<file path="src/rtl/inep_pkg.sv">
package inep_pkg;
  typedef enum logic [1:0] {
    RSP_NONE  = 2'd0,
    RSP_DATA  = 2'd1,
    RSP_NAK   = 2'd2,
    RSP_STALL = 2'd3
  } rsp_kind_e;

  localparam logic [3:0] PID_DATA0 = 4'b0011;
  localparam logic [3:0] PID_DATA1 = 4'b1011;
  localparam logic [3:0] PID_NAK   = 4'b1010;
  localparam logic [3:0] PID_STALL = 4'b1110;

  typedef struct packed {
    logic       seq;
    logic       owner;
    logic       tx_en;
    logic [3:0] count;
  } ctrl_t;
endpackage

</file>
<file path="src/rtl/inep_ctrl_reg.sv">
module inep_ctrl_reg
  import inep_pkg::*;
(
  input  logic        clk,
  input  logic        rst_n,
  input  logic        we,
  input  logic [7:0]  wdata,
  output ctrl_t       ctrl,
  output logic [7:0]  rdata
);
  ctrl_t ctrl_q, ctrl_d;

  always_comb begin
    ctrl_d = ctrl_q;
    if (we) begin
      ctrl_d.seq   = wdata[7];
      ctrl_d.owner = wdata[6];
      ctrl_d.tx_en = wdata[5];
      ctrl_d.count = wdata[3:0];
    end
  end

  always_ff @(posedge clk or negedge rst_n) begin
    if (!rst_n) ctrl_q <= '0;
    else        ctrl_q <= ctrl_d;
  end

  assign ctrl  = ctrl_q;
  assign rdata = {ctrl_q.seq, ctrl_q.owner, ctrl_q.tx_en, 1'b0, ctrl_q.count};
endmodule

</file>
<file path="src/rtl/inep_tx_buf.sv">
module inep_tx_buf #(
  parameter int BYTES  = 8,
  parameter int DATA_W = 8,
  localparam int AW    = $clog2(BYTES)
) (
  input  logic                    clk,
  input  logic                    rst_n,
  input  logic                    we,
  input  logic [AW-1:0]           addr,
  input  logic [DATA_W-1:0]       wdata,
  output logic [BYTES*DATA_W-1:0] flat
);
  for (genvar g = 0; g < BYTES; g++) begin : g_byte
    logic [DATA_W-1:0] byte_q;
    logic              byte_en;
    assign byte_en = we && (addr == AW'(g));
    always_ff @(posedge clk or negedge rst_n) begin
      if (!rst_n)       byte_q <= '0;
      else if (byte_en) byte_q <= wdata;
    end
    assign flat[g*DATA_W +: DATA_W] = byte_q;
  end
endmodule

</file>
<file path="src/rtl/inep_decide.sv">
module inep_decide
  import inep_pkg::*;
#(
  parameter int EP_W    = 4,
  parameter int CNT_W   = 4,
  parameter int MAX_LEN = 8
) (
  input  logic [EP_W-1:0]  ep,
  input  logic [1:0]       en,
  input  logic [1:0]       stall,
  input  ctrl_t            ctrl,
  input  logic             done,
  output rsp_kind_e        kind,
  output logic [3:0]       pid,
  output logic [CNT_W-1:0] len
);
  logic hit1, hit2, sel;
  assign hit1 = (ep == EP_W'(1));
  assign hit2 = (ep == EP_W'(2));
  assign sel  = hit2;

  always_comb begin
    kind = RSP_NONE;
    pid  = '0;
    len  = '0;
    if ((hit1 || hit2) && en[sel]) begin
      if (stall[sel]) begin
        kind = RSP_STALL;
        pid  = PID_STALL;
      end else if (!ctrl.tx_en || done || (ctrl.owner != sel)) begin
        kind = RSP_NAK;
        pid  = PID_NAK;
      end else begin
        kind = RSP_DATA;
        pid  = ctrl.seq ? PID_DATA1 : PID_DATA0;
        len  = (ctrl.count > CNT_W'(MAX_LEN)) ? CNT_W'(MAX_LEN) : ctrl.count;
      end
    end
  end
endmodule

</file>
<file path="src/rtl/inep_responder.sv">
module inep_responder
  import inep_pkg::*;
#(
  parameter int EP_W     = 4,
  parameter int CNT_W    = 4,
  parameter int BUF_B    = 8,
  parameter int BYTE_W   = 8,
  localparam int AW      = $clog2(BUF_B),
  localparam int FLAT_W  = BUF_B * BYTE_W
) (
  input  logic              clk,
  input  logic              rst_n,
  input  logic              cpu_we,
  input  logic [7:0]        cpu_wdata,
  output logic [7:0]        cpu_rdata,
  input  logic              buf_we,
  input  logic [AW-1:0]     buf_addr,
  input  logic [BYTE_W-1:0] buf_wdata,
  input  logic              done_clr,
  output logic              tx_done,
  input  logic              tok_in,
  input  logic [EP_W-1:0]   tok_ep,
  input  logic [1:0]        ep_en,
  input  logic [1:0]        ep_stall,
  input  logic              host_ack,
  output logic              rsp_valid,
  output logic [1:0]        rsp_kind,
  output logic [3:0]        rsp_pid,
  output logic [CNT_W-1:0]  rsp_len,
  output logic [FLAT_W-1:0] rsp_data
);
  // reset: asserted asynchronously, released on a clock edge
  logic [1:0] rsync_q;
  logic       rst_i_n;
  always_ff @(posedge clk or negedge rst_n) begin
    if (!rst_n) rsync_q <= '0;
    else        rsync_q <= {rsync_q[0], 1'b1};
  end
  assign rst_i_n = rsync_q[1];

  ctrl_t             ctrl;
  logic [FLAT_W-1:0] buf_flat;

  inep_ctrl_reg u_ctrl (
    .clk(clk), .rst_n(rst_i_n), .we(cpu_we), .wdata(cpu_wdata),
    .ctrl(ctrl), .rdata(cpu_rdata)
  );

  inep_tx_buf #(.BYTES(BUF_B), .DATA_W(BYTE_W)) u_buf (
    .clk(clk), .rst_n(rst_i_n), .we(buf_we), .addr(buf_addr),
    .wdata(buf_wdata), .flat(buf_flat)
  );

  // stage 1: capture token
  logic            tok_q, tok_d;
  logic [EP_W-1:0] ep_q, ep_d;
  always_comb begin
    tok_d = tok_in;
    ep_d  = tok_in ? tok_ep : ep_q;
  end
  always_ff @(posedge clk or negedge rst_i_n) begin
    if (!rst_i_n) begin
      tok_q <= 1'b0;
      ep_q  <= '0;
    end else begin
      tok_q <= tok_d;
      ep_q  <= ep_d;
    end
  end

  // decision
  logic       done_q, done_d;
  rsp_kind_e  dec_kind;
  logic [3:0] dec_pid;
  logic [CNT_W-1:0] dec_len;

  inep_decide #(.EP_W(EP_W), .CNT_W(CNT_W), .MAX_LEN(BUF_B)) u_dec (
    .ep(ep_q), .en(ep_en), .stall(ep_stall), .ctrl(ctrl), .done(done_q),
    .kind(dec_kind), .pid(dec_pid), .len(dec_len)
  );

  // stage 2: response request register
  logic              vld_q, vld_d;
  logic [1:0]        kind_q, kind_d;
  logic [3:0]        pid_q, pid_d;
  logic [CNT_W-1:0]  len_q, len_d;
  logic [FLAT_W-1:0] dat_q, dat_d;
  logic              pend_q, pend_d;

  always_comb begin
    vld_d  = tok_q;
    kind_d = tok_q ? dec_kind : kind_q;
    pid_d  = tok_q ? dec_pid  : pid_q;
    len_d  = tok_q ? dec_len  : len_q;
    dat_d  = dat_q;
    if (tok_q) dat_d = (dec_kind == RSP_DATA) ? buf_flat : '0;
    // pending acknowledge tracks whether the last response was data
    pend_d = pend_q;
    if (tok_q)         pend_d = (dec_kind == RSP_DATA);
    else if (host_ack) pend_d = 1'b0;
    done_d = done_q;
    if (done_clr)                       done_d = 1'b0;
    if (host_ack && pend_q && !tok_q)   done_d = 1'b1;
  end

  always_ff @(posedge clk or negedge rst_i_n) begin
    if (!rst_i_n) begin
      vld_q  <= 1'b0;
      kind_q <= '0;
      pid_q  <= '0;
      len_q  <= '0;
      dat_q  <= '0;
      pend_q <= 1'b0;
      done_q <= 1'b0;
    end else begin
      vld_q  <= vld_d;
      kind_q <= kind_d;
      pid_q  <= pid_d;
      len_q  <= len_d;
      dat_q  <= dat_d;
      pend_q <= pend_d;
      done_q <= done_d;
    end
  end

  assign rsp_valid = vld_q;
  assign rsp_kind  = kind_q;
  assign rsp_pid   = pid_q;
  assign rsp_len   = len_q;
  assign rsp_data  = dat_q;
  assign tx_done   = done_q;
endmodule

</file>
<file path="config.mk">
export PLATFORM = sky130hd
export DESIGN_NAME = inep_responder
export DESIGN_NICKNAME = d
export VERILOG_FILES = /design/src/rtl/inep_pkg.sv /design/src/rtl/inep_ctrl_reg.sv /design/src/rtl/inep_tx_buf.sv /design/src/rtl/inep_decide.sv /design/src/rtl/inep_responder.sv
export SDC_FILE = /design/constraint.sdc
export NUM_CORES = 1
export LEC_CHECK = 0
export BUFFER_PORTS_ARGS = -buffer_cell sky130_fd_sc_hd__buf_2
export CAP_MARGIN = 20
export CORE_MARGIN = 8
export CORE_UTILIZATION = 50
export DETAILED_ROUTE_END_ITERATION = 7
export GPL_TIMING_DRIVEN = 0
export PLACE_DENSITY_LB_ADDON = 0.2
export SYNTH_ARGS = -nofsm -noshare
export SYNTH_HDL_FRONTEND = slang
export SYNTH_HIERARCHICAL = 1
export SYNTH_SLANG_ARGS = --single-unit
export TNS_END_PERCENT = 30
</file>
<file path="constraint.sdc">
create_clock -name clk -period 6.1 [get_ports clk]
set_clock_uncertainty 0.2 [all_clocks]
set_input_delay 1.22 -clock clk [delete_from_list [all_inputs] [get_ports clk]]
set_output_delay 1.22 -clock clk [all_outputs]
set_load 0.02 [all_outputs]
</file>
# After elaboration in Yosys (flattened, before gate mapping)
# Cells that the tools add are included.
# W data, S select, Z words.
# totals
out_inout_bits	84
reg_bits	155
elab_cells	74
# op_classes
eq_ne	11
n_reduce_logical	19
magnitude_cmp	2
muxes	20
# op_table
cell	count
$mux W64	1
$mux W4	8
$eq A3 B3 Y1 const B	4
$logic_and A1 B1 Y1	11
$mux W1	8
$eq A3 B2 Y1 const B	2
$mux W2	3
$eq A4 B1 Y1 const B	1
$eq A4 B2 Y1 const B	1
$gt A4 B4 Y1 const B	1
$reduce_bool A2 Y1	2
$eq A3 B1 Y1 const B	1
$logic_not A3 Y1	1
$logic_or A1 B1 Y1	3
$eq A2 B1 Y1 const B	1
$logic_not A1 Y1	2
$lt A1 B2 Y1 const B	1
$ne A1 B1 Y1	1

# Longest topological paths before layout
# Gate-level depths: netlist of run 1.
# logic_depth
ltp_word	8
ltp_mapped	8
mapped_depth_nobuf	5

# Hierarchy
# The synthesis of run 1 kept the hierarchy.
# modules_own_cells
mod	cells_per_inst	area_each_um2	instances
inep_responder	320	3798.6	1
inep_tx_buf	143	2452.4	1
inep_ctrl_reg	24	355.3	1
inep_decide	26	203.9	1

# Worst setup path before layout of run 1
# Ideal clock, no wire load.
# synth_timing
path_type	input to register
startpoint	input ep_en[1]
endpoint	register dat_q[12] (netlist: rsp_data[12])
cell_stages	8
slack_ps	3328
n_path_buf	3
required_ps	5820
setup_ps	80
arrival_ps	2492
path_cell_list	nand3b_1 -> a211o_1 -> clkbuf_1 -> a211oi_1 -> nand2b_1 -> buf_4 -> buf_6 -> o22ai_2
# synth_via
elab_chain_len	6
# synth_lines
item	line_no	rtl
start, declared	inep_responder.sv:23	input logic [1:0] ep_en,
$mux W1 (implied by the code) (2 in a row)	inep_decide.sv:26	if ((hit1 || hit2) && en[sel]) begin
$logic_and A1 B1 Y1	inep_decide.sv:26	
$mux W2	inep_decide.sv:26	
named net dec_kind[0]	inep_responder.sv:73	rsp_kind_e dec_kind;
$eq A2 B1 Y1	inep_responder.sv:96	if (tok_q) dat_d = (dec_kind == RSP_DATA) ? buf_flat : '0;
$mux W64	inep_responder.sv:96	
end signal, assigned	inep_responder.sv:120	dat_q <= dat_d;
end, declared	inep_responder.sv:87	logic [FLAT_W-1:0] dat_q, dat_d;
# The timed path passes the listed nets, and every way through them passes these cells. The select of a mux whose other input is x is not followed.
# A chain may end at the register's enable or synchronous reset.

# Final worst setup path of run 1
# layout_timing
startpoint	input ep_en[1]
endpoint	register dat_q[26] (netlist: rsp_data[26])
# Same word-level chain as after synthesis.

==> results of run 1 <==
==> sequential cells by signal (all words and copies together), names as in the netlist <==
signal and cells:
ep_q 4, pend_q 1, rsp_data 64, rsp_kind 2
rsp_len 4, rsp_pid 4, rsp_valid 1, rsync_q 2
tok_q 1, tx_done 1, u_buf/g_byte.byte_q 64, u_ctrl/ctrl 7
==> critical path: stages <==
cell and delay, ns:
buf_2 0.08, nand3b_1 0.07, a211o_1 0.30, clkbuf_1 0.23
a211oi_1 0.32, nand2b_1 0.11, buf_4 0.21, buf_6 0.17
o22ai_2 0.12
==> worst paths after layout <==
kind                       slack, ns  depth (start not counted)                   endpoint  startpoint
min                            0.002                          0  u_buf/g_byte[1].byte_q[5]  rsync_q[1]
max                             3.40                          9               rsp_data[26]    ep_en[1]
max reg2reg                     3.61                          8               rsp_data[26]     ep_q[0]
min in group clk                0.15                          0                 rsync_q[1]  rsync_q[0]
min reg2reg                    0.002                          0  u_buf/g_byte[1].byte_q[5]  rsync_q[1]
max in group asynchronous       4.71                          2               rsp_data[50]  rsync_q[1]
==> power groups by stage <==
stage	Combinational (mW)	Clock [mW]	Sequential (mW)
floorplan	0.223	0	1.24
global placement	0.305	0	1.24
detailed placement	0.335	0	1.23
CTS	0.336	1.14	1.21
global route	0.361	1.19	1.23
finish	0.330	1.12	1.21
==> metrics by stage <==
stage | setup WS [ns] | utilization
global placement | -0.230 | 0.570
CTS | 3.40 | 0.622
detailed placement | 2.96 | 0.575
global route | 3.26 | 0.622
finish | 3.40 | 0.622
floorplan | 1.26 | -
==> routing by layer <==
| layer | vias to the layer above | track usage | wire length (um) |
|---|---|---|---|
| met2 | 90 | 0.266 | 6760 |
| li1 | 1993 | - | - |
| met4 | 2 | 0.0694 | 218 |
| met5 | - | 0 | 8 |
| met1 | 2114 | 0.219 | 6680 |
| met3 | 20 | 0.0496 | 651 |
==> layout by cell type (no fill, tap or decap), drive strengths merged <==
cell / instances
a211oi: 1
nor4bb: 3
nand4: 1
nand4b: 3
nor3b: 1
clkbuf: 26
bufinv: 4
a31oi: 1
a211o: 1
mux2: 86
a21oi: 1
buf: 152
dfrtp: 155
or4b: 1
nand3b: 2
nor2: 3
and4bb: 1
conb: 2
nand2: 65
mux2i: 3
diode: 1
nor4b: 5
nand2b: 2
clkinv: 3
inv: 69
a311oi: 1
o22ai: 65
==> kinds of logic (layout without fill, tap and decap cells) <==
kind of cell | count (synthesis) | count (layout) | share of synthesized area
and+or+nand+nor | 87 | 87 | 0.0643
DFF | 155 | 155 | 0.570
muxes | 89 | 89 | 0.157
buffers and inverters | 110 | 254 | 0.0882
other | 2 | 3 | 0.00110
AOI/OAI and AO/OA | 70 | 70 | 0.120
==> cell type report <==
| cell class | instances | area, sq um | area share |
|---|---|---|---|
| Antenna cell | 1 | 2.50 | 0.000302 |
| Buffer | 41 | 342 | 0.0413 |
| Clock buffer | 25 | 495 | 0.0599 |
| Clock inverter | 7 | 135 | 0.0163 |
| Inverter | 69 | 259 | 0.0313 |
| Multi-Input combinational cell | 248 | 2330 | 0.282 |
| Sequential cell | 155 | 3880 | 0.469 |
| Tap cell | 176 | 220 | 0.0266 |
| Timing Repair Buffer | 112 | 606 | 0.0732 |
==> out/qor.yml, run 1 <==
instances_no_fill: 834
grt_max_degree: 75
die_x_um: 133
p_comb_frac: 0.124
die-area_sq_mm: 0.0176
pwr-share-clk: 0.420
antenna_found_initial: 1
synthCells: 513
die_y_um: 133
initial_core_util: 0.512
min_period_ns: 2.70
ys.flop_type: "dfrtp_1"
synth_seq_cells: 155
max_cap_viol_count: 0
final_antenna_net_count: 0
fill_cells: 1069
fmax_mhz: 371
synthTopCellsByArea: "dfrtp_1 57%, mux2_2 11%, o22ai_2 11%"
intPower_mw: 2.04
cp-start-kind: "primary input"
grt_pass1_wl_mm: 23.9
place_hpwl_mm: 10.2
syn_area_per_cell_sq_um: 13.3
min_path_type: "register to asynchronous set/reset pin"
cts_root_buf: "clkbuf_16"
pwr-share-seq: 0.456
tns_ns: 0
h-tree-depth: 4
grt_util_all_layers: 0.171
syn_nets: 547
p_leak_nw: 3.92
port_buffers: 110
place.gp.congestion: 0.721
worst-endpoint-required_ns: 6.23
crit_type: "primary input to register"
cts_tree: "built"
netlist_top_cells_count: "155 x dfrtp_1, 69 x inv_1, 68 x mux2_2"
maxSlewViolCount: 0
cts.sinks: 155
routed_wirelength_mm: 14.3
ys_types: 30
dr.first_iter.drc_count: 241
endpoint_kind: "register"
cts_resized: 0
numPlacedInstances: 801
stdcell_area_sq_mm: 0.00827
dr.pass1.iters: 6
tightest_slew_ns: 0.578
clk_pin_slew_worst_paths_ns: 0.06
crit_path_max_fanout: 10
critPathArrivalTime_ns: 2.83
dpl_cell_area_sq_mm: 0.00764
grt_pass1_vias: 4558
core_area_sq_mm: 0.0133
vdd_drop_max_mv: 0.145
setup_viol: 0
synth.yosys.seq_area_share: 0.570
holdWs_ns: 0.00247
synth_edf_count: 0
syn_to_final_growth_pct: 21.5
layout.nets: 678
synth_most_common_cell: "dfrtp_1"
power_density_mw_per_mm2: 321
clock_latency_ns: 0.42
syn_area_sq_mm: 0.00681
cts_setup_buffers: 0
cts.hold.buffers_added: 0
power.total_mw: 2.66
ios: 118
swShare: 0.233
p_sw_mw: 0.620
synth_top_area_cell: "dfrtp_1"
async_flop_share: 1.00
finalHoldViolations: 0
rsz0062_at_grt: "false"
ys.warnings.count: 6
grt-ovfl-total: 0
min_period_over_period: 0.442
synth_top_cell_area_share: 0.570
drc: 0
max-clock-path-buffers: 2
slew-limit-headroom: 0.613
vias_per_cell: 5.06
num_vias: 4219
wire_per_inst_um: 17.2
cts_buffers: 17
layout-drive-gt1-share: 0.504
status: "complete, no violations"
rows: 42
No activity file was read; power rests on OpenSTA's default activity.
==> inputs of run 2 (changes only) <==
ABC_AREA = 1   (was not set)
clock period = 2.3 ns   (was 6.1 ns; I/O delays follow)
==> out/qor.yml, run 2 <==
status: "complete, no violations"  # unchanged
cp-start-kind: "register"  # was primary input
yosys.area_share.simple: 0.315  # was 0.0643
slew-limit-headroom: 0.609  # was 0.613
syn_to_final_growth_pct: 22.5  # was 21.5%
grt_pass1_wl_mm: 26.2  # was 23.9 mm
grt_use_met3: 0.0467  # was 0.0496
grt-ovfl-total: 0  # unchanged
synthTopCellsByArea: "dfrtp_1 59%, nand2_1 21%, nand4_1 6.2%"  # was dfrtp_1 57%, mux2_2 11%, o22ai_2 11%
syn_area_sq_mm: 0.00657  # was 0.00681 sq mm
tns_ns: 0  # unchanged
antenna_cells: 0  # was 1
min_path_type: "primary input to register"  # was register to asynchronous set/reset pin
ys.warnings.count: 6  # unchanged
die_y_um: 131  # was 133 um
max_stage_delay_ns: 0.39  # was 0.32 ns
port_buffers: 106  # was 110
ys_types: 23  # was 30
final_cell_mix: "365 x nand2_1, 154 x dfrtp_1, 117 x buf_2"  # was 154 x dfrtp_1, 119 x buf_2, 69 x inv_1
crit_slowest_cell: "dfrtp_1"  # was a211oi_1
max_cap_viol_count: 0  # unchanged
ys.flop_type: "dfrtp_1"  # unchanged
min_period_over_period: 0.934
layout.nets: 888  # was 678
pwr-share-seq: 0.461  # was 0.456
syn_nets: 760  # was 547
core_area_sq_mm: 0.0130  # was 0.0133 sq mm
synth_top_cell_area_share: 0.591  # was 0.570
max-clock-path-buffers: 2  # unchanged
cts_root_buf: "clkbuf_16"  # unchanged
final_antenna_net_count: 0  # unchanged
dr.first_iter.drc_count: 468  # was 241
synth_xor_area_frac: 0  # unchanged
netlist_top_cells_count: "365 x nand2_1, 155 x dfrtp_1, 65 x nand4_1"  # was 155 x dfrtp_1, 69 x inv_1, 68 x mux2_2
synth_most_common_cell: "nand2_1"  # was dfrtp_1
cts_buffers: 17  # unchanged
multi_input_area_sq_mm: 0.00214  # was 0.00233 sq mm
place.gp.congestion: 0.854  # was 0.721
vias_per_cell: 5.09  # was 5.06
synth.yosys.seq_area_share: 0.591  # was 0.570
crit_type: "register to register"  # was primary input to register
cts_tree: "built"  # unchanged
antenna_found_initial: 1  # unchanged
area.sequential_sq_mm: 0.00388  # unchanged
h-tree-depth: 4  # unchanged
grt_pass1_vias: 5263  # was 4558
initial_core_util: 0.504  # was 0.512
final_common_cell: "nand2_1"  # was dfrtp_1
busiest_layer: "met2"  # unchanged
use_met2: 0.319  # was 0.266
synth_edf_count: 0  # unchanged
synth_top_family_by_area: "simple AND/OR/NAND/NOR gates"  # was multiplexers
worst-endpoint-required_ns: 2.46  # was 6.23 ns
async_flop_share: 1.00  # unchanged
die-area_sq_mm: 0.0171  # was 0.0176 sq mm
routed_wirelength_mm: 16.0  # was 14.3 mm
rows: 42  # unchanged
clock_latency_ns: 0.42  # about the same
holdWs_ns: 0.0233  # was 0.00247 ns
synth_fa_ha_area_frac: 0  # unchanged
swShare: 0.256  # was 0.233
synth_top_area_cell: "dfrtp_1"  # unchanged
grtUsageMet1: 0.255  # was 0.219
intPower_mw: 5.16  # was 2.04 mW
crit_path_max_fanout: 10  # unchanged
dpl_cell_area_sq_mm: 0.00737  # was 0.00764 sq mm
stdcell_area_sq_mm: 0.00804  # was 0.00827 sq mm
min_period_ns: 2.15
syn_area_per_cell_sq_um: 9.04  # was 13.3 sq um
cts_setup_buffers: 0  # unchanged
maxSlewViolCount: 0  # unchanged
finalHoldViolations: 0  # unchanged
place_hpwl_mm: 11.3  # was 10.2 mm
path_cells: "nor2_2 -> nand2_2 -> o21ai_4 -> inv_1 -> o21ai_1 -> buf_4 -> clkbuf_4 -> nand4_1 -> nand2_1"  # was buf_2 -> nand3b_1 -> a211o_1 -> clkbuf_1 -> a211oi_1 -> nand2b_1 -> buf_4 -> buf_6 -> o22ai_2
critPathArrivalTime_ns: 2.30  # was 2.83 ns
die_x_um: 131  # was 133 um
rsz0062_at_grt: "true"  # was false
synth_seq_cells: 155  # unchanged
dr.pass1.iters: 5  # was 6
finalCoreUtilization: 0.617  # was 0.622
p_leak_nw: 4.61  # was 3.92 nW
tightest_slew_ns: 0.586  # was 0.578 ns
grt_max_degree: 62  # was 75
synth_compound_gate_area_share: 0.0107  # was 0.120
num_vias: 5304  # was 4219
setup_ws_ns: 0.153  # was 3.40 ns
p_comb_frac: 0.108  # was 0.124
pwr-share-clk: 0.431  # was 0.420
fmax_mhz: 466
vdd_drop_max_mv: 0.532  # was 0.145 mV
p_sw_mw: 1.78  # was 0.620 mW
drc: 0  # unchanged
grt_util_all_layers: 0.198  # was 0.171
synth_mux_area_frac: 0  # was 0.157
fill_cells: 1155  # was 1069
ff2ff_setup_slack_ns: 0.15  # was 3.61 ns
power_density_mw_per_mm2: 863  # was 321 mW/mm^2
layout-drive-gt1-share: 0.234  # was 0.504
post-place-ws_ns: 0.0665  # was 2.96 ns
clk_pin_slew_worst_paths_ns: 0.06  # about the same
setup_viol: 0  # unchanged
ios: 118  # unchanged
endpoint_kind: "register"  # unchanged
synthCells: 726  # was 513
cts.sinks: 155  # unchanged
wire_per_inst_um: 15.3  # was 17.2 um
## run 2: changes by cell type in the layout (fill, tap and decap cells not counted), sizes merged, moves of 5 or more
cell      previous run  this run
bufbuf               0         8
o21ai                0        10
clkinvlp             0         6
mux2                86         0
buf                152       143
nand2               65       366
nand4                1        65
nand3                0        35
inv                 69        24
nor4b                5         0
o22ai               65         0
nor2                 3        18
## run 2: cell type report
class                      instances  share of cell area
clock buffer                      19              0.0563
sequential                       155               0.483
multi-input combinational        497               0.267
tap                              176              0.0274
timing repair buffer             109              0.0741
clock inverter                    13              0.0238
buffer                            51              0.0581
inverter                          23              0.0107
## run 2: cells by family (layout without fill, tap and decap cells)
group / count (synthesis) / count (layout)
AO/OA/AOI/OAI: 11 / 11
flip-flops: 155 / 155
other: 2 / 2
AND/OR/NAND/NOR: 484 / 484
buffers and inverters: 74 / 215
## run 2: metrics by stage
step | total power [mW] | instances
4_1_cts | 6.99 | 1043
6_report | 6.94 | 1043
3_3_place_gp | 3.94 | 1008
2_1_floorplan | 3.71 | 726
3_5_place_dp | 3.98 | 1010
5_1_grt | 7.22 | 1043
## run 2: worst paths after layout
check / start / end / cells past startpoint
setup / recovery: ep_q[3] / rsp_data[24] / 9
hold / removal: done_clr / tx_done / 2
setup reg to reg: ep_q[3] / rsp_data[24] / 9
hold reg to reg: rsync_q[1] / rsp_data[55] / 0
max in group asynchronous: rsync_q[1] / rsp_data[21] / 2
min in group asynchronous: rsync_q[1] / rsp_data[55] / 0
## run 2: critical path: cells and delay by family, from the launching register on
| family | cells | cell delay [ns] |
|---|---|---|
| buf+inv | 3 | 0.55 |
| simple gates | 4 | 0.54 |
| compound gates | 2 | 0.40 |
| flops | 1 | 0.39 |
## run 2: repair_timing
item	CTS	global route
hold endpoints to repair	2	0
resized for setup	0	5
setup endpoints to repair	0	50
hold buffers	1	0
## run 2: power by group through the flow
stage | logic, mW | registers (mW) | clock network, mW
final | 0.750 | 3.19 | 2.99
after global routing | 0.842 | 3.23 | 3.15
after CTS | 0.754 | 3.20 | 3.04
after detailed placement | 0.746 | 3.24 | 0
after global placement | 0.675 | 3.26 | 0
after floorplan | 0.447 | 3.26 | 0
## run 2: per-layer routing
metal | vias to the layer above | part of all wire
li1 | 2565 | -
met2 | 146 | 0.49
met1 | 2560 | 0.43
met3 | 31 | 0.058
met4 | 2 | 0.019
met5 | - | 0.00081
==> inputs of run 3 (changes only) <==
PLACE_DENSITY = 0.76   (was not set)
PLACE_DENSITY_LB_ADDON = not set   (was 0.2)
==> out/qor.yml, run 3 (same netlist as run 2, synthesis figures left out) <==
min_path_type: "primary input to register"  # unchanged
fill_cells: 1179  # was 1155
min_period_ns: 2.18  # was 2.15 ns
dr.pass1.iters: 5  # unchanged
ios: 118  # unchanged
max-clock-path-buffers: 2  # unchanged
cts.sinks: 155  # unchanged
dr.first_iter.drc_count: 311  # was 468
grt_util_all_layers: 0.195  # was 0.198
grt_pass1_wl_mm: 25.6  # was 26.2 mm
min_period_over_period: 0.950  # was 0.934
core_area_sq_mm: 0.0130  # unchanged
final_common_cell: "nand2_1"  # unchanged
die_y_um: 131  # unchanged
status: "complete, no violations"  # unchanged
finalHoldViolations: 0  # unchanged
crit_path_max_fanout: 10  # unchanged
num_vias: 5195  # was 5304
vdd_drop_max_mv: 0.475  # was 0.532 mV
rows: 42  # unchanged
fmax_mhz: 458  # was 466 MHz
stdcell_area_sq_mm: 0.00797  # was 0.00804 sq mm
endpoint_kind: "register"  # unchanged
setup_viol: 0  # unchanged
multi_input_area_sq_mm: 0.00214  # unchanged
cp-start-kind: "register"  # unchanged
cts_root_buf: "clkbuf_16"  # unchanged
die-area_sq_mm: 0.0171  # unchanged
cts_setup_buffers: 0  # unchanged
h-tree-depth: 4  # unchanged
antenna_found_initial: 2  # was 1
tightest_slew_ns: 0.590  # was 0.586 ns
grt-ovfl-total: 0  # unchanged
wire_per_inst_um: 15.1  # was 15.3 um
final_antenna_net_count: 0  # unchanged
area.sequential_sq_mm: 0.00388  # unchanged
grt_pass1_vias: 5086  # was 5263
routed_wirelength_mm: 15.7  # was 16.0 mm
worst-endpoint-required_ns: 2.46  # about the same
clk_pin_slew_worst_paths_ns: 0.05  # was 0.06 ns
final_cell_mix: "365 x nand2_1, 154 x dfrtp_1, 118 x buf_2"  # was 365 x nand2_1, 154 x dfrtp_1, 117 x buf_2
die_x_um: 131  # unchanged
syn_to_final_growth_pct: 21.4  # was 22.5%
port_buffers: 106  # unchanged
place.gp.congestion: 0.806  # was 0.854
layout-drive-gt1-share: 0.229  # was 0.234
dpl_cell_area_sq_mm: 0.00737  # unchanged
initial_core_util: 0.504  # unchanged
tns_ns: 0  # unchanged
cts_buffers: 17  # unchanged
place_hpwl_mm: 10.9  # was 11.3 mm
max_cap_viol_count: 0  # unchanged
layout.nets: 888  # unchanged
grt_max_degree: 64  # was 62
vias_per_cell: 4.98  # was 5.09
power_density_mw_per_mm2: 831  # was 863 mW/mm^2
crit_type: "register to register"  # unchanged
maxSlewViolCount: 0  # unchanged
slew-limit-headroom: 0.605  # was 0.609
critPathArrivalTime_ns: 2.35  # was 2.30 ns
cts_tree: "built"  # unchanged
drc: 0  # unchanged
rsz0062_at_grt: "false"  # was true
p_leak_nw: 4.60  # was 4.61 nW
clock_latency_ns: 0.42  # about the same
## run 3: cell types whose count changed in the layout (fill, tap and decap cells not counted), sizes merged
| cell | change |
|---|---|
| clkinvlp | -5 |
| clkbuf | +3 |
| bufinv | -2 |
| clkinv | +2 |
| diode | +2 |
| buf | +1 |
| inv | -1 |
## run 3: what timing repair did
| item | CTS | global route |
|---|---|---|
| setup endpoints to repair | 0 | 50 |
| hold buffers | 1 | 0 |
| resized for setup | 0 | 5 |
| endpoints found under the hold margin | 2 | 0 |
## run 3: path summary, 6_finish.rpt
path,to,cells past startpoint,startpoint,slack (ns)
worst min register to register,rsp_data[53],0,rsync_q[1],0.12
worst min-delay path,u_ctrl/ctrl[2],3,cpu_wdata[2],0.04
max in group asynchronous,rsp_data[27],1,rsync_q[1],1.07
min in group asynchronous,rsp_data[53],0,rsync_q[1],0.12
worst max-delay path,rsp_data[60],11,ep_q[3],0.12
worst max register to register,rsp_data[60],11,ep_q[3],0.12
## run 3: layer usage
metal	global-route usage	part of all wire	vias to the layer above
met4	0.0722	0.017	2
met3	0.0507	0.062	20
met2	0.313	0.49	134
li1	-	-	2577
met1	0.251	0.43	2462
met5	0	0.00051	-
## run 3: power breakdown
part           switching, mW  internal (mW)  total, mW
sequential             0.181           3.01       3.19
clock                   1.02           1.67       2.69
combinational          0.472          0.276      0.748
total                   1.68           4.95       6.63
## run 3: cell type report
cell class	count	share of cell area
Antenna cell	2	0.000628
Buffer	51	0.0587
Clock buffer	23	0.0600
Clock inverter	7	0.0115
Inverter	23	0.0108
Multi-Input combinational cell	497	0.269
Sequential cell	155	0.487
Tap cell	176	0.0276
Timing Repair Buffer	109	0.0747
## run 3: metrics by stage
stage / setup slack [ns] / power [mW] / hold WS [ns] / instances / util
2_1_floorplan: 0.475 / 3.71 / -0.0356 / 726 / -
6_report: 0.116 / 6.63 / 0.0425 / 1043 / 0.612
3_5_place_dp: 0.0485 / 3.98 / 0.0494 / 1010 / 0.566
3_3_place_gp: -0.0644 / 3.94 / 0.0452 / 1008 / 0.562
4_1_cts: 0.0232 / 6.68 / 0.0246 / 1041 / 0.610
5_1_grt: 0.00199 / 6.92 / 0.0356 / 1042 / 0.611
## run 3: worst max-delay path, stage by stage (launching register included)
cell and delay (ns):
dfrtp_1 0.39, nor2_2 0.21, nand2_2 0.12, o21ai_2 0.25, nand2_1 0.09, nand2_1 0.09, inv_1 0.06, inv_2 0.05
buf_2 0.26, buf_4 0.22, nand4_1 0.12, nand2_1 0.09
